<file path="src/rtl/bbg_pkg.sv">
package bbg_pkg;
  localparam int unsigned NUM_SRC = 8;
  localparam int unsigned MIN_LEN = 3;
  localparam int unsigned MAX_LEN = MIN_LEN + NUM_SRC - 1;
  localparam int unsigned MASK_W  = 16;

  // bit offset of source k inside the packed seed vector
  function automatic int unsigned seed_off(input int unsigned k);
    return k * MIN_LEN + (k * (k - 1)) / 2;
  endfunction

  localparam int unsigned SEED_W = seed_off(NUM_SRC);

  // feedback tap mask, bit i set means state bit i enters the XOR
  function automatic logic [MASK_W-1:0] tap_mask(input int unsigned len);
    logic [MASK_W-1:0] m;
    case (len)
      3:       m = 16'h0006;
      4:       m = 16'h000C;
      5:       m = 16'h0014;
      6:       m = 16'h0030;
      7:       m = 16'h0060;
      8:       m = 16'h00B8;
      9:       m = 16'h0110;
      10:      m = 16'h0240;
      default: m = 16'h0000;
    endcase
    return m;
  endfunction
endpackage

</file>
<file path="src/rtl/bbg_lfsr_cell.sv">
module bbg_lfsr_cell #(
  parameter int unsigned LEN     = 3,
  parameter logic [15:0] TAPS    = 16'h0006,
  parameter logic [LEN-1:0] RST_VAL = '1
) (
  input  logic           clk_i,
  input  logic           rst_ni,
  input  logic           step_i,
  input  logic           load_i,
  input  logic [LEN-1:0] seed_i,
  output logic [LEN-1:0] state_o,
  output logic           msb_o
);
  logic [LEN-1:0] st_q, st_d;
  logic [LEN-1:0] seed_fix;
  logic           fb;

  always_comb begin
    fb       = ^(st_q & TAPS[LEN-1:0]);
    seed_fix = (seed_i == '0) ? LEN'(1) : seed_i;
    st_d     = st_q;
    if (load_i)      st_d = seed_fix;
    else if (step_i) st_d = {st_q[LEN-2:0], fb};
  end

  always_ff @(posedge clk_i or negedge rst_ni) begin
    if (!rst_ni) st_q <= RST_VAL;
    else         st_q <= st_d;
  end

  assign state_o = st_q;
  assign msb_o   = st_q[LEN-1];
endmodule

</file>
<file path="src/rtl/bbg_rand_word.sv">
module bbg_rand_word
  import bbg_pkg::*;
#(
  parameter logic [SEED_W-1:0] RST_SEED = '1
) (
  input  logic              clk_i,
  input  logic              rst_ni,
  input  logic              step_i,
  input  logic              load_i,
  input  logic [SEED_W-1:0] seed_i,
  output logic [NUM_SRC-1:0] word_o,
  output logic [SEED_W-1:0] state_o
);
  for (genvar g = 0; g < NUM_SRC; g++) begin : g_src
    localparam int unsigned LEN = MIN_LEN + g;
    localparam int unsigned OFF = seed_off(g);
    bbg_lfsr_cell #(
      .LEN     (LEN),
      .TAPS    (tap_mask(LEN)),
      .RST_VAL (RST_SEED[OFF +: LEN])
    ) u_cell (
      .clk_i   (clk_i),
      .rst_ni  (rst_ni),
      .step_i  (step_i),
      .load_i  (load_i),
      .seed_i  (seed_i[OFF +: LEN]),
      .state_o (state_o[OFF +: LEN]),
      .msb_o   (word_o[g])
    );
  end
endmodule

</file>
<file path="src/rtl/bbg_thresh_unit.sv">
module bbg_thresh_unit #(
  parameter int unsigned   W          = 8,
  parameter logic [W-1:0]  DEF_THRESH = 8'hE6
) (
  input  logic         clk_i,
  input  logic         rst_ni,
  input  logic         cap_i,
  input  logic         thr_we_i,
  input  logic [W-1:0] thr_i,
  input  logic [W-1:0] word_i,
  output logic [W-1:0] thr_o,
  output logic         bit_o
);
  logic [W-1:0] thr_q, thr_d;
  logic         bit_q, bit_d;

  always_comb begin
    thr_d = thr_we_i ? thr_i : thr_q;
    bit_d = cap_i ? (word_i >= thr_q) : bit_q;
  end

  always_ff @(posedge clk_i or negedge rst_ni) begin
    if (!rst_ni) begin
      thr_q <= DEF_THRESH;
      bit_q <= 1'b0;
    end else begin
      thr_q <= thr_d;
      bit_q <= bit_d;
    end
  end

  assign thr_o = thr_q;
  assign bit_o = bit_q;
endmodule

</file>
<file path="src/rtl/bern_bitgen.sv">
module bern_bitgen
  import bbg_pkg::*;
#(
  parameter logic [NUM_SRC-1:0] DEF_THRESH = 8'hE6,
  parameter logic [SEED_W-1:0]  RST_SEED   = '1
) (
  input  logic              clk_i,
  input  logic              rst_ni,
  input  logic              en_i,
  input  logic              seed_load_i,
  input  logic [SEED_W-1:0] seed_i,
  input  logic              thr_we_i,
  input  logic [NUM_SRC-1:0] thr_i,
  output logic              bit_o
);
  logic [NUM_SRC-1:0] word_w;
  logic [NUM_SRC-1:0] thr_w;
  logic [SEED_W-1:0]  state_w;
  logic               step_w;
  logic               cap_w;

  assign step_w = en_i & ~seed_load_i;
  assign cap_w  = step_w;

  bbg_rand_word #(.RST_SEED(RST_SEED)) u_word (
    .clk_i   (clk_i),
    .rst_ni  (rst_ni),
    .step_i  (step_w),
    .load_i  (seed_load_i),
    .seed_i  (seed_i),
    .word_o  (word_w),
    .state_o (state_w)
  );

  bbg_thresh_unit #(.W(NUM_SRC), .DEF_THRESH(DEF_THRESH)) u_thr (
    .clk_i    (clk_i),
    .rst_ni   (rst_ni),
    .cap_i    (cap_w),
    .thr_we_i (thr_we_i),
    .thr_i    (thr_i),
    .word_i   (word_w),
    .thr_o    (thr_w),
    .bit_o    (bit_o)
  );
endmodule

</file>
<file path="config.mk">
export PLATFORM = sky130hd
export DESIGN_NAME = bern_bitgen
export DESIGN_NICKNAME = d
export VERILOG_FILES = /design/src/rtl/bbg_pkg.sv /design/src/rtl/bbg_lfsr_cell.sv /design/src/rtl/bbg_rand_word.sv /design/src/rtl/bbg_thresh_unit.sv /design/src/rtl/bern_bitgen.sv
export SDC_FILE = /design/constraint.sdc
export NUM_CORES = 1
export LEC_CHECK = 0
export ABC_AREA = 1
export CAP_MARGIN = 10
export CORE_MARGIN = 3
export CORE_UTILIZATION = 57
export DETAILED_ROUTE_END_ITERATION = 12
export PLACE_DENSITY = 0.84
export SLEW_MARGIN = 0
export SYNTH_ARGS = -nofsm -noshare
export SYNTH_HDL_FRONTEND = slang
export SYNTH_HIERARCHICAL = 1
export SYNTH_SLANG_ARGS = --single-unit
</file>
<file path="constraint.sdc">
create_clock -name clk_i -period 2.07 [get_ports clk_i]
set_clock_uncertainty 0.05 [all_clocks]
set_input_delay 0.621 -clock clk_i [delete_from_list [all_inputs] [get_ports clk_i]]
set_output_delay 0.621 -clock clk_i [all_outputs]
set_load 0.02 [all_outputs]
</file>
* After elaboration in Yosys (flattened, before gate mapping) *
Index checks and enable logic that the tools add are counted.

operators by class
  $lt $le $gt $ge = 1
  mux-type cells = 24
  bitwise gates (word level) = 2
  reduce and logical (&&, ||, !) cells = 17

operator list
  cell                count
  $mux W10            3
  $mux W9             3
  $mux W8             3
  $mux W7             3
  $mux W6             3
  $mux W5             3
  $mux W4             3
  $logic_not A10 Y1   1
  $reduce_xor A10 Y1  1
  $logic_not A9 Y1    1
  $mux W3             3
  $reduce_xor A9 Y1   1
  $ge A8 B8 Y1        1
  $logic_not A8 Y1    1
  $reduce_xor A8 Y1   1
  $logic_not A7 Y1    1
  $reduce_xor A7 Y1   1
  $logic_not A6 Y1    1
  $reduce_xor A6 Y1   1
  $logic_not A5 Y1    1
  $reduce_xor A5 Y1   1
  $logic_not A4 Y1    1
  $reduce_xor A4 Y1   1
  $logic_not A3 Y1    1
  4 further kinds     4

word-level totals
  register bits = 61
  bits of input ports = 65
  output and inout bits = 1
  logic and storage cells = 54

* Logic depth before layout (Yosys ltp) *
  depth in word-level cells = 4
  gate-level depth with buffers = 10
  depth with buffers taken out = 10

* Modules after synthesis *
Netlist, hierarchy kept.

by module, submodules not included
  module                                  times used  cells each  area each (um2)  sequential area each (um2)
  bbg_lfsr_cell (u_word.g_src[7].u_cell)  1           69          618.1            262.8
  bbg_thresh_unit                         1           63          533.0            231.5
  bbg_lfsr_cell (u_word.g_src[6].u_cell)  1           60          486.7            236.5
  bbg_lfsr_cell (u_word.g_src[5].u_cell)  1           63          462.9            210.2
  bbg_lfsr_cell (u_word.g_src[4].u_cell)  1           45          461.7            183.9
  bbg_lfsr_cell (u_word.g_src[3].u_cell)  1           44          350.3            157.7
  bbg_lfsr_cell (u_word.g_src[2].u_cell)  1           37          285.3            131.4
  bbg_lfsr_cell (u_word.g_src[1].u_cell)  1           33          241.5            105.1
  bbg_lfsr_cell (u_word.g_src[0].u_cell)  1           24          180.2            78.8
  bern_bitgen                             1           2           10.0             0.0

* Worst setup path before layout *
No wires, ideal clock.

  path type = input -> register
  from = in en_i
  to = reg u_word.g_src[7].u_cell.st_q[8]
  setup time = 0.074 ns
  arrival = 1.857 ns
  required time = 1.946 ns
  setup slack = 0.089 ns
  cell stages on the path = 7
  path through = inv_1 nor2_2 inv_1 nand2_4 buf_12 o21ai_2 o22ai_2

between the ends
  word-level cells in the longest chain between the ends = 2

ends and longest elaborated chain
  element                              RTL line             source
  start, declared                      bern_bitgen.sv:9     input logic en_i,
  $and A1 B1 Y1                        bern_bitgen.sv:22    assign step_w = en_i & ~seed_load_i;
  via cap_w                            bern_bitgen.sv:20    logic cap_w;
  $reduce_bool A2 Y1 (no source line)  -
  end signal, assigned                 bbg_lfsr_cell.sv:28  else st_q <= st_d;
  end, declared                        bbg_lfsr_cell.sv:14  logic [LEN-1:0] st_q, st_d;

The timed path passes the listed nets, and every way through them passes these cells.
A chain may end at the register's enable or synchronous reset.

* Worst setup path in the final report *
  from = reg u_thr.bit_q, in the netlist u_thr/bit_o
  to = out bit_o

RTL lines
  element                 RTL line               source
  start, declared         bbg_thresh_unit.sv:15  logic bit_q, bit_d;
  start signal, assigned  bbg_thresh_unit.sv:28  bit_q <= bit_d;
  end, declared           bern_bitgen.sv:14      output logic bit_o

No word-level cell between the ends.

==> flow_metrics.tcl <==
set metrics [dict create \
    antenna_found_initial 0 \
    switchingPower_mw 0.953 \
    status "finished clean" \
    layout_worst_path_cycle_share_pct 95.8 \
    io_buffers 65 \
    grt_first_pass_wirelength_um 14000 \
    worstPathRequired_ns 1.40 \
    postCtsSetupRepairBufs 0 \
    drc 0 \
    slew_violations 0 \
    cts_hold_buf 0 \
    cts_buffer_depth 2 \
    synth_area_sq_um 3570 \
    r2r_cells 5 \
    cpPeakStageDelay_ns 0.63 \
    start_util_pct 59.6 \
    io_pins 66 \
    seq_area_sq_um 1600 \
    layout_common_cells "nand2_1, clkdlybuf4s50_1, dfstp_2" \
    setup-violations-final 0 \
    nFillCells 396 \
    pre_cts_slack_ns -0.0895 \
    critPathSlowestCell "clkdlybuf4s50_1" \
    cp_data_arrival_time_ns 1.31 \
    core_sq_um 5990 \
    slew_headroom_pct 65.8 \
    setup.worst_path.end_class "primary output" \
    cp_num_buf_inv 1 \
    hp-class "input port to async pin" \
    cts_resized 0 \
    worstPathCellList "clkdlybuf4s50_1" \
    seqPwrFrac_pct 43.0 \
    placed_area_sq_um 4380 \
    min_period_ns 1.98 \
    multi_input_area_sq_um 1640 \
    rows 28 \
    area_growth_pct 29.3 \
    n_antenna_cell 0 \
    p_int_mw 2.62 \
    dieArea_sq_um 7250 \
    routabilityCongestion 0.855 \
    swShare_pct 26.7 \
    finalHoldViolCount 0 \
    cts_root_buffer "clkbuf_8" \
    final_common_cell "nand2_1" \
    yosysWarnings 6 \
    cellPowerDensity_nw_per_um2 774 \
    finalWirelength_um 8210 \
    crit_fanout 2 \
    worst_setup_path_start_kind "flop" \
    clk_pin_slew_ns 0.07 \
    layout.nets 589 \
    worst_pin_slew_ns 0.513 \
    clock_latency_ns 0.34 \
    drv_cap 0 \
    worst-path-stages 1 \
    htreeDepth 3 \
    fmax_mhz 504 \
    grt_usage_pct 24.3 \
    combPwrFrac_pct 20.7 \
    die_h_um 85.1 \
    cts_sinks 61 \
    synth_nets 505 \
    drive_gt1_share_pct 28.2 \
    grt_setup_unrepaired "false" \
    routed_via_density 5.29 \
    dp_hpwl_um 5980 \
    cts_tree "yes" \
    finalPower_mw 3.57 \
    crit_family "buffers and inverters" \
    grt_max_degree 32 \
    leakagePower_nw 2.06 \
    cts_made_buffers 9 \
    drt_iter0_markers 119 \
    avgRoutedWirePerCell_um 13.8 \
    first_global_vias 3140 \
    dr_total_vias 3154 \
    ir_drop_v 0.000551 \
    ant_nets 0 \
    synth_cells 432 \
    syn_avg_cell_area_sq_um 8.26 \
    final_area_sq_um 4620 \
    fin_ws_ns 0.0862 \
    overflow 0 \
    p_clk_share_pct 36.3 \
    die_w_um 85.1 \
    path_class "flop to primary output" \
    dr.pass1.iters 6 \
]
area by class of cell:
type,count,share of cell area (%)
tap,75,2.03
multi-input combinational,303,35.6
timing repair buffer,80,17.1
clock buffer,12,3.14
clock inverter,4,2.06
sequential,61,34.6
inverter,61,5.47
metrics by stage:
step	util (%)	setup TNS (ns)	instances	hold slack [ns]
global placement	73.1	-0.0232	580	0.407
floorplan	-	0	432	0.275
global route	77.1	0	596	0.215
CTS	77.1	0	596	0.200
detailed placement	73.1	-0.681	580	0.410
finish	77.1	0	596	0.204
layer usage:
layer  wire length, um  global-route usage (%)  vias to the layer above  part of all wire [%]
met1              3540                    30.9                     1452                    43
met4               218                    9.78                        0                   2.7
met3               437                    6.50                       23                   5.3
met2              4000                    39.4                      102                    49
li1                  -                       -                     1577                     -
met5                 0                       0                        -                     0
registers in the layout, indices dropped and copies added (netlist names):
name and flops:
u_word/g_src.u_cell/state_o 52, u_thr/bit_o 1, u_thr/thr_o 8
final timing paths:
check | from | end | slack, ns
setup / recovery | u_thr/bit_o | bit_o | 0.09
max in group asynchronous | rst_ni | u_word/g_src[6].u_cell/state_o[8] | 1.19
setup reg to reg | u_thr/thr_o[7] | u_thr/bit_o | 0.62
min in group clk_i | u_word/g_src[1].u_cell/state_o[1] | u_word/g_src[1].u_cell/state_o[1] | 0.42
hold / removal | rst_ni | u_thr/thr_o[0] | 0.20
hold reg to reg | u_word/g_src[1].u_cell/state_o[1] | u_word/g_src[1].u_cell/state_o[1] | 0.42
power groups by stage:
stage / Sequential [mW] / Combinational (mW) / Clock [mW]
final: 1.54 / 0.739 / 1.30
after global placement: 1.55 / 0.699 / 0
after global routing: 1.56 / 0.829 / 1.38
after detailed placement: 1.55 / 0.726 / 0
after floorplan: 1.53 / 0.439 / 0
after CTS: 1.54 / 0.739 / 1.32
No activity file was read; power rests on OpenSTA's default activity.
